`src/rtl/lrsc_pkg.sv`:
```
package lrsc_pkg;

  typedef enum logic [1:0] {
    MESI_I = 2'b00,
    MESI_S = 2'b01,
    MESI_E = 2'b10,
    MESI_M = 2'b11
  } mesi_e;

  localparam logic [1:0] OP_LOADRES   = 2'b01;
  localparam logic [1:0] OP_STORECOND = 2'b10;

  localparam logic [4:0] TT_READ_ATOMIC   = 5'b11010;
  localparam logic [4:0] TT_RWITM_ATOMIC  = 5'b11110;
  localparam logic [4:0] TT_WFLUSH_ATOMIC = 5'b10010;

  localparam int CR_W      = 4;
  localparam int CR_EQ_BIT = 1;

  typedef enum logic [1:0] {
    BT_KEEP,
    BT_READ,
    BT_RWITM,
    BT_WFLUSH
  } busSel_e;

  typedef struct packed {
    logic    capture;
    logic    resvSet;
    logic    resvClear;
    logic    busArm;
    busSel_e busSel;
    logic    busDrop;
    logic    respFire;
    logic    respExc;
    logic    respCrWe;
    logic    respCrOk;
    logic    respStWe;
    mesi_e   respStNew;
  } ctrlStrobe_t;

  function automatic logic [4:0] busCode(input busSel_e sel);
    case (sel)
      BT_READ:   busCode = TT_READ_ATOMIC;
      BT_RWITM:  busCode = TT_RWITM_ATOMIC;
      BT_WFLUSH: busCode = TT_WFLUSH_ATOMIC;
      default:   busCode = 5'b00000;
    endcase
  endfunction

endpackage

```
`src/rtl/lrsc_datapath.sv`:
```
module lrsc_datapath
  import lrsc_pkg::*;
#(
  parameter int LINE_W = 27
) (
  input  logic                clk,
  input  logic                rstN,
  input  ctrlStrobe_t         strb,
  input  logic [LINE_W-1:0]   reqLine,
  input  logic                reqCoherent,
  input  logic                extSnoopValid,
  input  logic [LINE_W-1:0]   extSnoopLine,
  output logic                resvMatchLive,
  output logic                resvMatchHeld,
  output logic                busReq,
  output logic [4:0]          busType,
  output logic                busGlobal,
  output logic                respValid,
  output logic                excFlag,
  output logic                crWe,
  output logic [CR_W-1:0]     crField,
  output logic                stateWe,
  output logic [1:0]          stateNew
);

  logic [LINE_W-1:0] heldLine;
  logic              heldGlobal;
  logic              resvValid;
  logic [LINE_W-1:0] resvLine;
  logic [LINE_W-1:0] setLine;
  logic              snoopHitSet;
  logic              snoopHitResv;

  assign setLine      = strb.capture ? reqLine : heldLine;
  assign snoopHitSet  = extSnoopValid && (extSnoopLine == setLine);
  assign snoopHitResv = extSnoopValid && (extSnoopLine == resvLine);

  assign resvMatchLive = resvValid && (resvLine == reqLine);
  assign resvMatchHeld = resvValid && (resvLine == heldLine);

  always_ff @(posedge clk) begin
    if (!rstN) begin
      heldLine   <= '0;
      heldGlobal <= 1'b0;
    end else if (strb.capture) begin
      heldLine   <= reqLine;
      heldGlobal <= reqCoherent;
    end
  end

  always_ff @(posedge clk) begin
    if (!rstN) begin
      resvValid <= 1'b0;
      resvLine  <= '0;
    end else if (strb.resvSet) begin
      resvValid <= !snoopHitSet;
      resvLine  <= setLine;
    end else if (strb.resvClear || snoopHitResv) begin
      resvValid <= 1'b0;
    end
  end

  always_ff @(posedge clk) begin
    if (!rstN) begin
      busReq    <= 1'b0;
      busType   <= 5'b00000;
      busGlobal <= 1'b0;
    end else if (strb.busArm) begin
      busReq <= 1'b1;
      if (strb.busSel != BT_KEEP) busType <= busCode(strb.busSel);
      busGlobal <= strb.capture ? reqCoherent : heldGlobal;
    end else if (strb.busDrop) begin
      busReq <= 1'b0;
    end
  end

  logic [CR_W-1:0] crValue;
  always_comb begin
    crValue = '0;
    crValue[CR_EQ_BIT] = strb.respCrOk;
  end

  always_ff @(posedge clk) begin
    if (!rstN) begin
      respValid <= 1'b0;
      excFlag   <= 1'b0;
      crWe      <= 1'b0;
      crField   <= '0;
      stateWe   <= 1'b0;
      stateNew  <= 2'b00;
    end else begin
      respValid <= strb.respFire;
      excFlag   <= strb.respFire && strb.respExc;
      crWe      <= strb.respFire && strb.respCrWe;
      crField   <= (strb.respFire && strb.respCrWe) ? crValue : '0;
      stateWe   <= strb.respFire && strb.respStWe;
      stateNew  <= (strb.respFire && strb.respStWe) ? strb.respStNew : MESI_I;
    end
  end

endmodule

```
`src/rtl/lrsc_control.sv`:
```
module lrsc_control
  import lrsc_pkg::*;
(
  input  logic        clk,
  input  logic        rstN,
  input  logic        reqValid,
  input  logic [1:0]  reqOp,
  input  logic        reqWriteThru,
  input  logic        reqInhibit,
  input  logic [1:0]  lineState,
  input  logic        busGrant,
  input  logic        snoopDone,
  input  logic        snoopRetry,
  input  logic        snoopShared,
  input  logic        resvMatchLive,
  input  logic        resvMatchHeld,
  output ctrlStrobe_t strb,
  output logic        reqReady
);

  typedef enum logic [1:0] {ST_IDLE, ST_ARB, ST_ADDR} ctrlState_e;

  ctrlState_e state, stateNext;
  busSel_e    selQ;
  logic       noCache;
  logic       lineValid;
  logic       lineOwned;

  assign noCache   = reqWriteThru || reqInhibit;
  assign lineValid = (lineState != MESI_I);
  assign lineOwned = (lineState == MESI_E) || (lineState == MESI_M);
  assign reqReady  = (state == ST_IDLE);

  always_comb begin
    strb      = '0;
    stateNext = state;
    case (state)
      ST_IDLE: begin
        if (reqValid && reqOp == OP_LOADRES) begin
          strb.capture = 1'b1;
          if (noCache) begin
            strb.respFire = 1'b1;
            strb.respExc  = 1'b1;
          end else if (lineValid) begin
            strb.resvSet  = 1'b1;
            strb.respFire = 1'b1;
          end else begin
            strb.busArm = 1'b1;
            strb.busSel = BT_READ;
            stateNext   = ST_ARB;
          end
        end else if (reqValid && reqOp == OP_STORECOND) begin
          strb.capture = 1'b1;
          if (!resvMatchLive) begin
            strb.resvClear = 1'b1;
            strb.respFire  = 1'b1;
            strb.respCrWe  = 1'b1;
          end else if (noCache) begin
            strb.busArm = 1'b1;
            strb.busSel = BT_WFLUSH;
            stateNext   = ST_ARB;
          end else if (lineOwned) begin
            strb.resvClear = 1'b1;
            strb.respFire  = 1'b1;
            strb.respCrWe  = 1'b1;
            strb.respCrOk  = 1'b1;
            strb.respStWe  = 1'b1;
            strb.respStNew = MESI_M;
          end else begin
            strb.busArm = 1'b1;
            strb.busSel = BT_RWITM;
            stateNext   = ST_ARB;
          end
        end
      end
      ST_ARB: begin
        if (busGrant) begin
          strb.busDrop = 1'b1;
          stateNext    = ST_ADDR;
        end
      end
      ST_ADDR: begin
        if (snoopDone) begin
          if (snoopRetry) begin
            if (selQ != BT_READ && !resvMatchHeld) begin
              strb.resvClear = 1'b1;
              strb.respFire  = 1'b1;
              strb.respCrWe  = 1'b1;
              stateNext      = ST_IDLE;
            end else begin
              strb.busArm = 1'b1;
              strb.busSel = BT_KEEP;
              stateNext   = ST_ARB;
            end
          end else begin
            strb.respFire = 1'b1;
            stateNext     = ST_IDLE;
            case (selQ)
              BT_READ: begin
                strb.resvSet   = 1'b1;
                strb.respStWe  = 1'b1;
                strb.respStNew = snoopShared ? MESI_S : MESI_E;
              end
              BT_RWITM: begin
                strb.resvClear = 1'b1;
                strb.respCrWe  = 1'b1;
                strb.respCrOk  = 1'b1;
                strb.respStWe  = 1'b1;
                strb.respStNew = MESI_M;
              end
              default: begin
                strb.resvClear = 1'b1;
                strb.respCrWe  = 1'b1;
                strb.respCrOk  = 1'b1;
              end
            endcase
          end
        end
      end
      default: stateNext = ST_IDLE;
    endcase
  end

  always_ff @(posedge clk) begin
    if (!rstN) begin
      state <= ST_IDLE;
      selQ  <= BT_KEEP;
    end else begin
      state <= stateNext;
      if (strb.busArm && strb.busSel != BT_KEEP) selQ <= strb.busSel;
    end
  end

endmodule

```
`src/rtl/lrsc_coherency_ctrl.sv`:
```
module lrsc_coherency_ctrl
  import lrsc_pkg::*;
#(
  parameter int LINE_W = 27
) (
  input  logic              clk,
  input  logic              rstN,
  input  logic              reqValid,
  input  logic [1:0]        reqOp,
  input  logic [LINE_W-1:0] reqLine,
  input  logic              reqWriteThru,
  input  logic              reqInhibit,
  input  logic              reqCoherent,
  input  logic [1:0]        lineState,
  input  logic              busGrant,
  input  logic              snoopDone,
  input  logic              snoopRetry,
  input  logic              snoopShared,
  input  logic              extSnoopValid,
  input  logic [LINE_W-1:0] extSnoopLine,
  output logic              reqReady,
  output logic              busReq,
  output logic [4:0]        busType,
  output logic              busGlobal,
  output logic              respValid,
  output logic              excFlag,
  output logic              crWe,
  output logic [3:0]        crField,
  output logic              stateWe,
  output logic [1:0]        stateNew
);

  ctrlStrobe_t strb;
  logic        resvMatchLive;
  logic        resvMatchHeld;

  lrsc_control u_ctrl (
    .clk          (clk),
    .rstN         (rstN),
    .reqValid     (reqValid),
    .reqOp        (reqOp),
    .reqWriteThru (reqWriteThru),
    .reqInhibit   (reqInhibit),
    .lineState    (lineState),
    .busGrant     (busGrant),
    .snoopDone    (snoopDone),
    .snoopRetry   (snoopRetry),
    .snoopShared  (snoopShared),
    .resvMatchLive(resvMatchLive),
    .resvMatchHeld(resvMatchHeld),
    .strb         (strb),
    .reqReady     (reqReady)
  );

  lrsc_datapath #(.LINE_W(LINE_W)) u_dp (
    .clk          (clk),
    .rstN         (rstN),
    .strb         (strb),
    .reqLine      (reqLine),
    .reqCoherent  (reqCoherent),
    .extSnoopValid(extSnoopValid),
    .extSnoopLine (extSnoopLine),
    .resvMatchLive(resvMatchLive),
    .resvMatchHeld(resvMatchHeld),
    .busReq       (busReq),
    .busType      (busType),
    .busGlobal    (busGlobal),
    .respValid    (respValid),
    .excFlag      (excFlag),
    .crWe         (crWe),
    .crField      (crField),
    .stateWe      (stateWe),
    .stateNew     (stateNew)
  );

endmodule

```
`config.mk`:
```
export PLATFORM = sky130hd
export DESIGN_NAME = lrsc_coherency_ctrl
export DESIGN_NICKNAME = d
export VERILOG_FILES = /design/src/rtl/lrsc_pkg.sv /design/src/rtl/lrsc_datapath.sv /design/src/rtl/lrsc_control.sv /design/src/rtl/lrsc_coherency_ctrl.sv
export SDC_FILE = /design/constraint.sdc
export NUM_CORES = 1
export LEC_CHECK = 0
export BUFFER_PORTS_ARGS = -buffer_cell sky130_fd_sc_hd__buf_2
export CAP_MARGIN = 20
export CORE_ASPECT_RATIO = 0.8
export CORE_MARGIN = 2
export CORE_UTILIZATION = 60
export DETAILED_ROUTE_END_ITERATION = 10
export GPL_TIMING_DRIVEN = 1
export PLACE_DENSITY_LB_ADDON = 0.05
export SYNTH_ARGS = -nofsm -noshare
export SYNTH_HDL_FRONTEND = slang
export SYNTH_SLANG_ARGS = --single-unit
```
`constraint.sdc`:
```
create_clock -name clk -period 5.6 [get_ports clk]
set_clock_uncertainty 0.2 [all_clocks]
set_input_delay 0.84 -clock clk [delete_from_list [all_inputs] [get_ports clk]]
set_output_delay 0.84 -clock clk [all_outputs]
set_load 0.02 [all_outputs]
```
==> reports/results.txt <==
RR Endpoint = u_ctrl.selQ[1]
Number of synthesized flops with an enable pin = 0
Remaining Overflow, GRT = 0
Hold Path End = u_dp.busType[2]
Setup crit end kind = register
PnR worst setup slack = 2.43 ns
H-Tree Depth = 3
Peak supply drop = 0.146 mV
Clock share of power = 33.3%
Most frequent CP cell = nor2_1
Wire per inst = 18.2 µm
Drt total wl = 12.4 mm
Post-Layout Cell Count = 685
Io pins = 87
Seq cells post-synth = 72
Lkg Pwr = 2.21 nW
Post-detail-place hpwl = 9.68 mm
Tightest Pin Transition = 1.09 ns
CP max stage delay = 0.58 ns
Hold WS = 0.267 ns
Grt met1 use = 42.4%
CTS tree = yes
CTS resizes = 0
Fillers = 649
WP data required = 5.65 ns
Seq pwr share = 47.4%
Initial antenna violation count = 0
Mapped Avg Cell Area = 8.75 µm²
Placed insts = 669
DRC Markers = 0
Yosys warns = 0
Fin crit period = 3.17 ns
CTS sink count = 72
Setup repair bufs after CTS = 0
Post-CTS Hold Fix Bufs = 0
Worst-Skew Late Latency = 0.35 ns
Grt met2 use = 45.2%
Gpl congestion = 0.974
Total Die Area = 8270 µm²
Worst setup path startpoint = reqLine[23]
Via/cell ratio = 5.95
ANT nets after route = 0
NetSw = 0.359 mW
Starting DRT DRC Count = 302
Storage cell area = 1440 µm²
Final Util = 69.4%
Worst EP arrival = 3.22 ns
Fraction of layout instances using a drive strength above 1 = 20.0%
Internal power = 0.793 mW
Largest net degree at the start of global routing = 56
Busiest layer in global routing = met2
Hold crit path type = reg2reg
Final-stage net count = 664
RSZ-0062 raised after global routing = false
Critical hold path startpoint = u_dp.busType[2]
TritonCTS buffer count = 9
Setup WS pre-CTS = 2.12 ns
Buf/Inv on CP = 1
Clock root cell = clkbuf_8
FF-to-FF setup slack = 2.64 ns
Unique masters post-synth = 66
Clock Path Buffers = 2
Seq/Total Area, Yosys = 31.8%
Net Sw Frac = 31.2%
Synth Flop Type = dfxtp_1
CP startpoint kind = input port
Synth Cell Area = 4530 µm²
Reg2reg start = u_dp.resvLine[23]
Combinational power share = 19.3%
Die Ht = 81.7 µm
Post-Syn Instances = 518
Multi-input gate area = 2850 µm²
Area growth syn-to-layout = 12.6%
Fin. max-slew vios = 0
N_diodes = 0
CP top delay family = simple AND/OR/NAND/NOR gates
Vias in the first global route = 3681
Slew headroom = 27.6%
Reg clk slew, reported paths = 0.08 ns
Commonest cells after routing, fill and taps aside = buf_2, dfxtp_1, nor2_1
Initial core utilization = 61.6%
Worst R2R Path Depth = 9
Status = finished clean
Slowest CP cell = or4_1
Period Utilization, post-route = 56.6%
Commonest non-fill, non-tap cell in the layout = buf_2
DIE WIDTH = 101 µm
Cell Rows = 28
First-pass GRT wire length = 18.9 mm
Crit Path Class = in2reg
Buffers on Ports = 82
CP cell instances = buf_2 > xnor2_1 > nand4_1 > or4_1 > nor4_1 > nor2_1 > ha_1 > nor2_1 > o21ai_2 > a31o_1
Finish-stage setup viols = 0
Met3 global-route usage = 7.91%
Final Hold Viols = 0
DR pass1 iterations = 5
Overall Global Routing Usage = 30.5%
TNS Setup = 0 ns
Max frequency = 315 MHz
Area of the core = 7360 µm²
Via count = 4074
Power Density = 226 nW/µm²
Max_cap viols = 0
WHS Path Cells = 2
Crit Path Max Fanout = 5
Async set or reset register ratio after synthesis = 0%
[metal layers]
| metal | vias up | wire (µm) |
|---|---|---|
| met5 | - | 0 |
| met4 | 0 | 336 |
| met3 | 30 | 1170 |
| met2 | 193 | 5230 |
| met1 | 1904 | 5700 |
| li1 | 1947 | - |
[tightest hold or removal path, delay by kind of cell (launching register included)]
family           cells  cell delay, ns
flip-flops           1            0.31
multiplexers         1            0.06
AND/OR/NAND/NOR      1            0.05
[state kept, by name (all words and copies together), names as in the netlist, 2 cells and up]
register,cells
u_dp.stateNew,2
u_ctrl.selQ,2
u_dp.busType,3
u_ctrl.state,2
u_dp.resvLine,27
u_dp.heldLine,27
[logic make-up (layout without fill, tap and decap cells)]
logic type | after synthesis | in the layout | synth area share [%]
buffers and inverters | 52 | 126 | 5.60
XOR/XNOR | 103 | 103 | 20.1
flip-flops | 72 | 72 | 31.8
multiplexers | 27 | 27 | 5.99
adder cells (fa/ha/maj) | 5 | 5 | 1.38
AND/OR/NAND/NOR | 168 | 168 | 19.4
AO/OA/AOI/OAI | 90 | 90 | 15.7
other | 1 | 4 | 0.0827
[worst max-delay path by stage]
stage / endpoint / slack, ns / depth (start not counted)
final: u_ctrl.selQ[1] / 2.43 / 10
after global routing: u_ctrl.selQ[1] / 2.27 / 10
after CTS: u_ctrl.selQ[1] / 2.49 / 10
after detailed placement: u_ctrl.selQ[1] / 2.12 / 10
after global placement: u_ctrl.selQ[1] / 2.12 / 10
after floorplan: u_ctrl.selQ[1] / 2.59 / 9
[power groups by stage]
stage / logic [mW] / registers (mW) / clock network (mW)
2_1_floorplan: 0.138 / 0.554 / 0
3_3_place_gp: 0.215 / 0.557 / 0
3_5_place_dp: 0.217 / 0.558 / 0
4_1_cts: 0.219 / 0.545 / 0.391
5_1_grt: 0.239 / 0.548 / 0.411
6_report: 0.223 / 0.546 / 0.384
[per-stage QoR]
stage / power, mW / cell area [µm²]
6_report: 1.15 / 5100
5_1_grt: 1.20 / 5100
4_1_cts: 1.16 / 5100
3_5_place_dp: 0.775 / 4920
3_3_place_gp: 0.772 / 4920
2_1_floorplan: 0.693 / 4540
[synthesized netlist by cell type, types with 9 or more instances]
cell type  number  area (µm²)
a211oi_1       28         210
and2_1          9        56.3
clkbuf_1       10        37.5
dfxtp_1        72        1440
inv_1          26        97.6
mux2i_1        26         260
nand2_1        12        45.0
nand4_1        15        93.8
nor2_1         71         267
nor4_1         15        93.8
xnor2_1        58         508
xor2_1         44         385
[layout make-up]
type,instances,share of cell area (%)
Timing Repair Buffer,83,8.19
Sequential cell,72,28.2
Clock inverter,6,0.858
Clock buffer,10,2.70
Tap cell,90,2.21
Multi-Input combinational cell,397,55.8
Inverter,27,1.99
Note: power is estimated with default switching activity, not from simulation.
